## src/rtl/tsu_pkg.sv

```systemverilog
package tsu_pkg;

    localparam int WORD_W     = 32;
    localparam int STAT_W     = 3;
    localparam int PKT_W      = 16;
    localparam int SYNC_W     = 1;
    localparam int NUM_MODES  = 3;
    localparam int SLOT_IDX_W = 2;

    typedef enum logic [1:0] {
        PW_NIBBLE = 2'b00,
        PW_BYTE   = 2'b01,
        PW_HALF   = 2'b10,
        PW_HALF_B = 2'b11
    } port_width_e;

    typedef struct packed {
        logic [STAT_W-1:0] status;
        logic [PKT_W-1:0]  packet;
        logic              sync;
        logic              trig;
    } trace_rec_t;

    // Packet width in bits for layout index m (0 nibble, 1 byte, 2 half)
    function automatic int pkt_bits(int m);
        case (m)
            0:       return 4;
            1:       return 8;
            default: return 16;
        endcase
    endfunction

    function automatic int slot_bits(int m);
        return STAT_W + pkt_bits(m) + SYNC_W;
    endfunction

    function automatic int slots_per_word(int m);
        case (m)
            0:       return 3;
            1:       return 2;
            default: return 1;
        endcase
    endfunction

    // Layout index for a width code; both upper codes share the half layout
    function automatic int layout_of(port_width_e pw);
        case (pw)
            PW_NIBBLE: return 0;
            PW_BYTE:   return 1;
            default:   return 2;
        endcase
    endfunction

    function automatic logic [SLOT_IDX_W-1:0] last_slot(port_width_e pw);
        return SLOT_IDX_W'(slots_per_word(layout_of(pw)) - 1);
    endfunction

    // Highest word bit any layout reaches
    function automatic int used_word_bits();
        int best;
        best = 0;
        for (int m = 0; m < NUM_MODES; m++) begin
            if (slots_per_word(m) * slot_bits(m) > best)
                best = slots_per_word(m) * slot_bits(m);
        end
        return best;
    endfunction

    localparam int USED_W = used_word_bits();

endpackage

```

## src/rtl/tsu_word_hold.sv

```systemverilog
module tsu_word_hold
    import tsu_pkg::*;
(
    input  logic                  clk,
    input  logic                  rst,
    input  logic                  in_valid,
    input  logic [USED_W-1:0]     in_bits,
    input  port_width_e           in_mode,
    output logic                  in_ready,
    input  logic                  rec_taken,
    output logic                  busy,
    output logic [USED_W-1:0]     held_bits,
    output port_width_e           held_mode,
    output logic [SLOT_IDX_W-1:0] slot_idx
);

    logic at_last;

    assign at_last  = (slot_idx == last_slot(held_mode));
    assign in_ready = !busy;

    always_ff @(posedge clk) begin
        if (rst) begin
            busy      <= 1'b0;
            held_bits <= '0;
            held_mode <= PW_NIBBLE;
            slot_idx  <= '0;
        end else if (!busy) begin
            if (in_valid) begin
                busy      <= 1'b1;
                held_bits <= in_bits;
                held_mode <= in_mode;
                slot_idx  <= '0;
            end
        end else if (rec_taken) begin
            if (at_last) begin
                busy     <= 1'b0;
                slot_idx <= '0;
            end else begin
                slot_idx <= slot_idx + 1'b1;
            end
        end
    end

    AST_SLOT_IN_RANGE: assert property (@(posedge clk) disable iff (rst)
        busy |-> slot_idx <= last_slot(held_mode));

    AST_MODE_HELD: assert property (@(posedge clk) disable iff (rst)
        busy && $past(busy) |-> $stable(held_mode) && $stable(held_bits));

    AST_FIRST_SLOT_ZERO: assert property (@(posedge clk) disable iff (rst)
        $rose(busy) |-> slot_idx == '0);

endmodule

```

## src/rtl/tsu_slot_extract.sv

```systemverilog
module tsu_slot_extract
    import tsu_pkg::*;
(
    input  logic [USED_W-1:0]     word,
    input  port_width_e           mode,
    input  logic [SLOT_IDX_W-1:0] idx,
    output trace_rec_t            raw
);

    trace_rec_t cand_by_layout [NUM_MODES];

    for (genvar m = 0; m < NUM_MODES; m++) begin : g_layout
        localparam int PB = pkt_bits(m);
        localparam int SB = slot_bits(m);
        localparam int NS = slots_per_word(m);

        trace_rec_t slot_rec [NS];
        trace_rec_t cand;

        for (genvar s = 0; s < NS; s++) begin : g_slot
            localparam int OFS = s * SB;
            assign slot_rec[s] = '{
                status: word[OFS +: STAT_W],
                packet: PKT_W'(word[OFS + STAT_W +: PB]),
                sync:   word[OFS + STAT_W + PB],
                trig:   1'b0
            };
        end

        always_comb begin
            cand = '0;
            for (int k = 0; k < NS; k++) begin
                if (idx == SLOT_IDX_W'(k))
                    cand = slot_rec[k];
            end
        end

        assign cand_by_layout[m] = cand;
    end

    always_comb begin
        case (mode)
            PW_NIBBLE: raw = cand_by_layout[0];
            PW_BYTE:   raw = cand_by_layout[1];
            default:   raw = cand_by_layout[2];
        endcase
    end

endmodule

```

## src/rtl/tsu_trig_subst.sv

```systemverilog
module tsu_trig_subst
    import tsu_pkg::*;
#(
    parameter logic [STAT_W-1:0] TRIG_CODE = 3'b110
) (
    input  trace_rec_t raw,
    output trace_rec_t rec
);

    logic hit;

    assign hit = (raw.status == TRIG_CODE);

    always_comb begin
        rec      = raw;
        rec.trig = hit;
        if (hit)
            rec.status = raw.packet[STAT_W-1:0];
    end

endmodule

```

## src/rtl/trace_slot_unpacker.sv

```systemverilog
module trace_slot_unpacker
    import tsu_pkg::*;
#(
    parameter logic [STAT_W-1:0] TRIG_CODE = 3'b110
) (
    input  logic              clk,
    input  logic              rst,
    input  logic              in_valid,
    output logic              in_ready,
    input  logic [WORD_W-1:0] in_word,
    input  logic [1:0]        in_width,
    output logic              out_valid,
    input  logic              out_ready,
    output logic [STAT_W-1:0] out_status,
    output logic [PKT_W-1:0]  out_packet,
    output logic              out_sync,
    output logic              out_trig
);

    logic                  busy;
    logic [USED_W-1:0]     held_bits;
    port_width_e           held_mode;
    logic [SLOT_IDX_W-1:0] slot_idx;
    trace_rec_t            raw_rec;
    trace_rec_t            final_rec;
    logic                  rec_taken;
    logic                  unused_upper_bits;

    assign unused_upper_bits = ^in_word[WORD_W-1:USED_W];
    assign rec_taken         = busy && out_ready;

    tsu_word_hold u_hold (
        .clk       (clk),
        .rst       (rst),
        .in_valid  (in_valid),
        .in_bits   (in_word[USED_W-1:0]),
        .in_mode   (port_width_e'(in_width)),
        .in_ready  (in_ready),
        .rec_taken (rec_taken),
        .busy      (busy),
        .held_bits (held_bits),
        .held_mode (held_mode),
        .slot_idx  (slot_idx)
    );

    tsu_slot_extract u_extract (
        .word (held_bits),
        .mode (held_mode),
        .idx  (slot_idx),
        .raw  (raw_rec)
    );

    tsu_trig_subst #(.TRIG_CODE(TRIG_CODE)) u_subst (
        .raw (raw_rec),
        .rec (final_rec)
    );

    assign out_valid  = busy;
    assign out_status = final_rec.status;
    assign out_packet = final_rec.packet;
    assign out_sync   = final_rec.sync;
    assign out_trig   = final_rec.trig;

    AST_IDLE_AFTER_RESET: assert property (@(posedge clk)
        $past(rst) |-> !out_valid && in_ready);

    AST_STALL_HOLDS: assert property (@(posedge clk) disable iff (rst)
        out_valid && !out_ready |=> out_valid && $stable(out_status)
            && $stable(out_packet) && $stable(out_sync) && $stable(out_trig));

    AST_TRIG_STATUS_FROM_PACKET: assert property (@(posedge clk) disable iff (rst)
        out_valid && out_trig |-> out_status == out_packet[STAT_W-1:0]);

    AST_NIBBLE_ZERO_EXTEND: assert property (@(posedge clk) disable iff (rst)
        out_valid && held_mode == PW_NIBBLE |-> out_packet[PKT_W-1:4] == '0);

    AST_BYTE_ZERO_EXTEND: assert property (@(posedge clk) disable iff (rst)
        out_valid && held_mode == PW_BYTE |-> out_packet[PKT_W-1:8] == '0);

    AST_NO_TAKE_WHILE_DRAINING: assert property (@(posedge clk) disable iff (rst)
        out_valid && !(out_ready && slot_idx == last_slot(held_mode)) |=> !in_ready);

endmodule

```

## config.mk

```make
export PLATFORM = sky130hd
export DESIGN_NAME = trace_slot_unpacker
export DESIGN_NICKNAME = d
export VERILOG_FILES = /design/src/rtl/tsu_pkg.sv /design/src/rtl/tsu_word_hold.sv /design/src/rtl/tsu_slot_extract.sv /design/src/rtl/tsu_trig_subst.sv /design/src/rtl/trace_slot_unpacker.sv
export SDC_FILE = /design/constraint.sdc
export NUM_CORES = 1
export LEC_CHECK = 0
export ABC_CLOCK_PERIOD_IN_PS = 1800
export BUFFER_PORTS_ARGS = -buffer_cell sky130_fd_sc_hd__buf_4
export CAP_MARGIN = 20
export CORE_MARGIN = 2
export CORE_UTILIZATION = 46
export CTS_BUF_LIST = sky130_fd_sc_hd__clkbuf_8
export DETAILED_ROUTE_END_ITERATION = 8
export MAX_ROUTING_LAYER = met4
export PLACE_DENSITY = 0.78
export SLEW_MARGIN = 25
export SYNTH_ARGS = -nofsm -noshare
export SYNTH_HDL_FRONTEND = slang
export SYNTH_SLANG_ARGS = --single-unit
```

## constraint.sdc

```tcl
create_clock -name clk -period 1.8 [get_ports clk]
set_input_delay 0.18 -clock clk [delete_from_list [all_inputs] [get_ports clk]]
set_output_delay 0.18 -clock clk [all_outputs]
set_load 0.05 [all_outputs]
```

==> metrics <==
status finished, violations left; failing checks setup timing; vias in the first global route 1801; fillers 248; core area 0.00339 mm²; Ys Warns 0; clk_lat worst skew ~0.29 ns; Min-Delay Path Class in -> reg; Avg Cell Area, Syn 7.45 µm²; Startpoint Class flip-flop; CTS Sinks 29; Overflow after GRT 0; DRT Pass-1 Iters 4; Worst Path Arrival 2.06 ns; ant diodes 0; Root Driver clkbuf_8; critical path class reg -> out; number of DRC markers in iteration 0 159; initial core utilization 48.6%; CTS tree done; Pleak ~1.1 nW; WP data required 1.62 ns; chip height 63.8 µm; final hold vios 0; number of routed nets with antenna violations 0; WP buf/inv 4; hold_ws 0.135 ns; worst vdd ir 0.000598 V; syn nets 262; Non-Filler Instances 344; routed wire length 4.91 mm; I/O pins 61; die width 63.8 µm; first-pass GRT wire length 8.36 mm; GRT Total Usage a little over a quarter; clock period minus worst slack 2.24 ns; Final WS setup -0.439 ns; via count 1894; Rows 21; Final Skew roughly 0.0039 ns; CP Capture Type output pin; cell mode on critical path buf_4; final setup fails 13; final net count 338; Crit-path slowest cell dfxtp_4; Routed wire per std cell 14.3 µm; total die area 0.00407 mm²; Vias/cell 5.51; CTS Buf Count 5; GPL Wtd Cong 0.962; DP Wirelength ~3.6 mm; fmax 447 MHz; final worst-path cycle share 124%; max cap viols 0; post-synthesis sequential area ratio a little over a third; P per Cell Area 697 mW/mm²; Residual DRC 0; max-slew violations 0; ratio of cells with drive above 1 in the final layout 45.0%; count of cell types in the netlist 30; Clock Pin Slew Worst Setup and Hold Paths 0.06 ns; Inst Count DP 334; RSZ-0062 raised after global routing true; maximum number of pins on one net before global-route repair 30; slew margin rel. 74.5%; Worst Tran Pin Value 0.379 ns; cell count after synthesis 221; hold-fix buffers at CTS 0; initial antenna violation count 0; CP cell instances inv_4, ha_4, buf_4, nor2b_4, a22o_1, a221oi_2, buf_4, o31ai_4, buf_6; critical path fanouts, max 9; Port Buf Inserts 52; htree depth 2; CTS Buffer Depth 2; Synth Register Bits 29; cell family with most CP delay buffers and inverters; Mapped Area between 0.0015 and 0.002 mm²; commonest cells after routing, fill and taps aside buf_4 (78), nand2_1 (57), a21oi_1 (32); synthesis-to-finish area growth 60.8%; most common cell after layout, fill and taps aside buf_4; Slowest Stage Delay on Critical Path 0.38 ns; Final TNS setup -4.50 ns
==> worst paths after layout <==
check                           slack (ns)                   end                  from  cells after the start
worst max-delay path                 -0.44         out_status[0]    u_hold.slot_idx[1]                      9
worst min-delay path                  0.14   u_hold.held_bits[4]            in_word[4]                      3
worst max register to register        0.42    u_hold.slot_idx[1]    u_hold.slot_idx[0]                      5
worst min register to register        0.46  u_hold.held_bits[23]  u_hold.held_bits[23]                      2
==> power breakdown <==
| part | internal, mW | switching, mW |
|---|---|---|
| registers | 0.677 | 0.0425 |
| clock network | 0.345 | 0.251 |
| logic | 0.235 | 0.294 |
| total | 1.26 | 0.588 |
==> what timing repair did <==
item / in CTS / in global routing
buffers inserted: 0 / 2
setup endpoints to repair: 13 / 13
gates resized for setup: 19 / 6
hold endpoints to repair: 0 / 0
pin swaps: 2 / 1
==> cell families (layout without fill, tap and decap cells) <==
group,after synthesis,after routing,synth area share (%)
flops,29,29,35.3
simple gates,89,89,25.1
fa+ha+maj,3,3,2.28
compound gates,69,69,29.0
buf+inv,31,108,8.36
==> synthesized netlist by cell type <==
| cell | count | area (µm²) |
|---|---|---|
| ha_1 | 3 | 37.5 |
| o31ai_1 | 2 | 15.0 |
| nor3_1 | 2 | 10.0 |
| o21ai_0 | 2 | 10.0 |
| a22o_1 | 8 | 70.1 |
| a31oi_1 | 2 | 12.5 |
| nand3b_1 | 6 | 45.0 |
| nor3b_1 | 1 | 7.51 |
| clkbuf_1 | 11 | 41.3 |
| inv_1 | 12 | 45.0 |
| nor2_1 | 3 | 11.3 |
| a221o_1 | 4 | 40.0 |
| or2_1 | 1 | 6.26 |
| nor2b_1 | 4 | 25.0 |
| a22oi_1 | 1 | 7.51 |
| nand4_1 | 2 | 12.5 |
| a21oi_1 | 34 | 170 |
| buf_2 | 5 | 25.0 |
| a221oi_1 | 10 | 87.6 |
| inv_2 | 1 | 3.75 |
| and3_1 | 9 | 56.3 |
| nand2_1 | 57 | 214 |
| buf_6 | 2 | 22.5 |
| nand3_1 | 2 | 10.0 |
| a221oi_2 | 3 | 45.0 |
| o22ai_1 | 2 | 12.5 |
| and3b_1 | 1 | 8.76 |
| o21a_1 | 1 | 7.51 |
| dfxtp_1 | 29 | 581 |
| and2_1 | 1 | 6.26 |
==> metrics by stage <==
stage                     worst slack [ns]  instance area (µm²)  power, mW  util, %
after floorplan                     -0.190                 1820       1.05        -
after global placement              -0.148                 2410       1.22     71.1
after detailed placement            -0.190                 2410       1.23     71.1
after CTS                           -0.433                 2590       1.84     76.3
after global routing                -0.540                 2650       1.94     78.1
final                               -0.439                 2650       1.85     78.1
==> sequential cells by signal, summed over array words and instances, names as in the netlist <==
name	flops
u_hold.busy	1
u_hold.slot_idx	2
u_hold.held_mode	2
u_hold.held_bits	24
==> worst min-delay path, stage by stage <==
cell and delay [ns]:
buf_4 0.11, nand2_1 0.04, a21oi_1 0.05
==> per-layer routing <==
| layer | track usage, % | routed length, µm |
|---|---|---|
| met4 | 11.7 | 112 |
| met3 | 8.27 | 341 |
| met5 | - | 0 |
| met2 | 42.4 | 2420 |
| met1 | 32.9 | 2040 |
==> layout make-up <==
class	instances	area, µm²	share of cell area, %
multi-input combinational	161	1140	43.0
timing repair buffer	87	708	26.7
sequential	29	588	22.2
clock buffer	7	96.3	3.64
tap	46	57.6	2.17
inverter	13	53.8	2.03
clock inverter	1	5.00	0.189
Power figures use the tool's default switching activity.
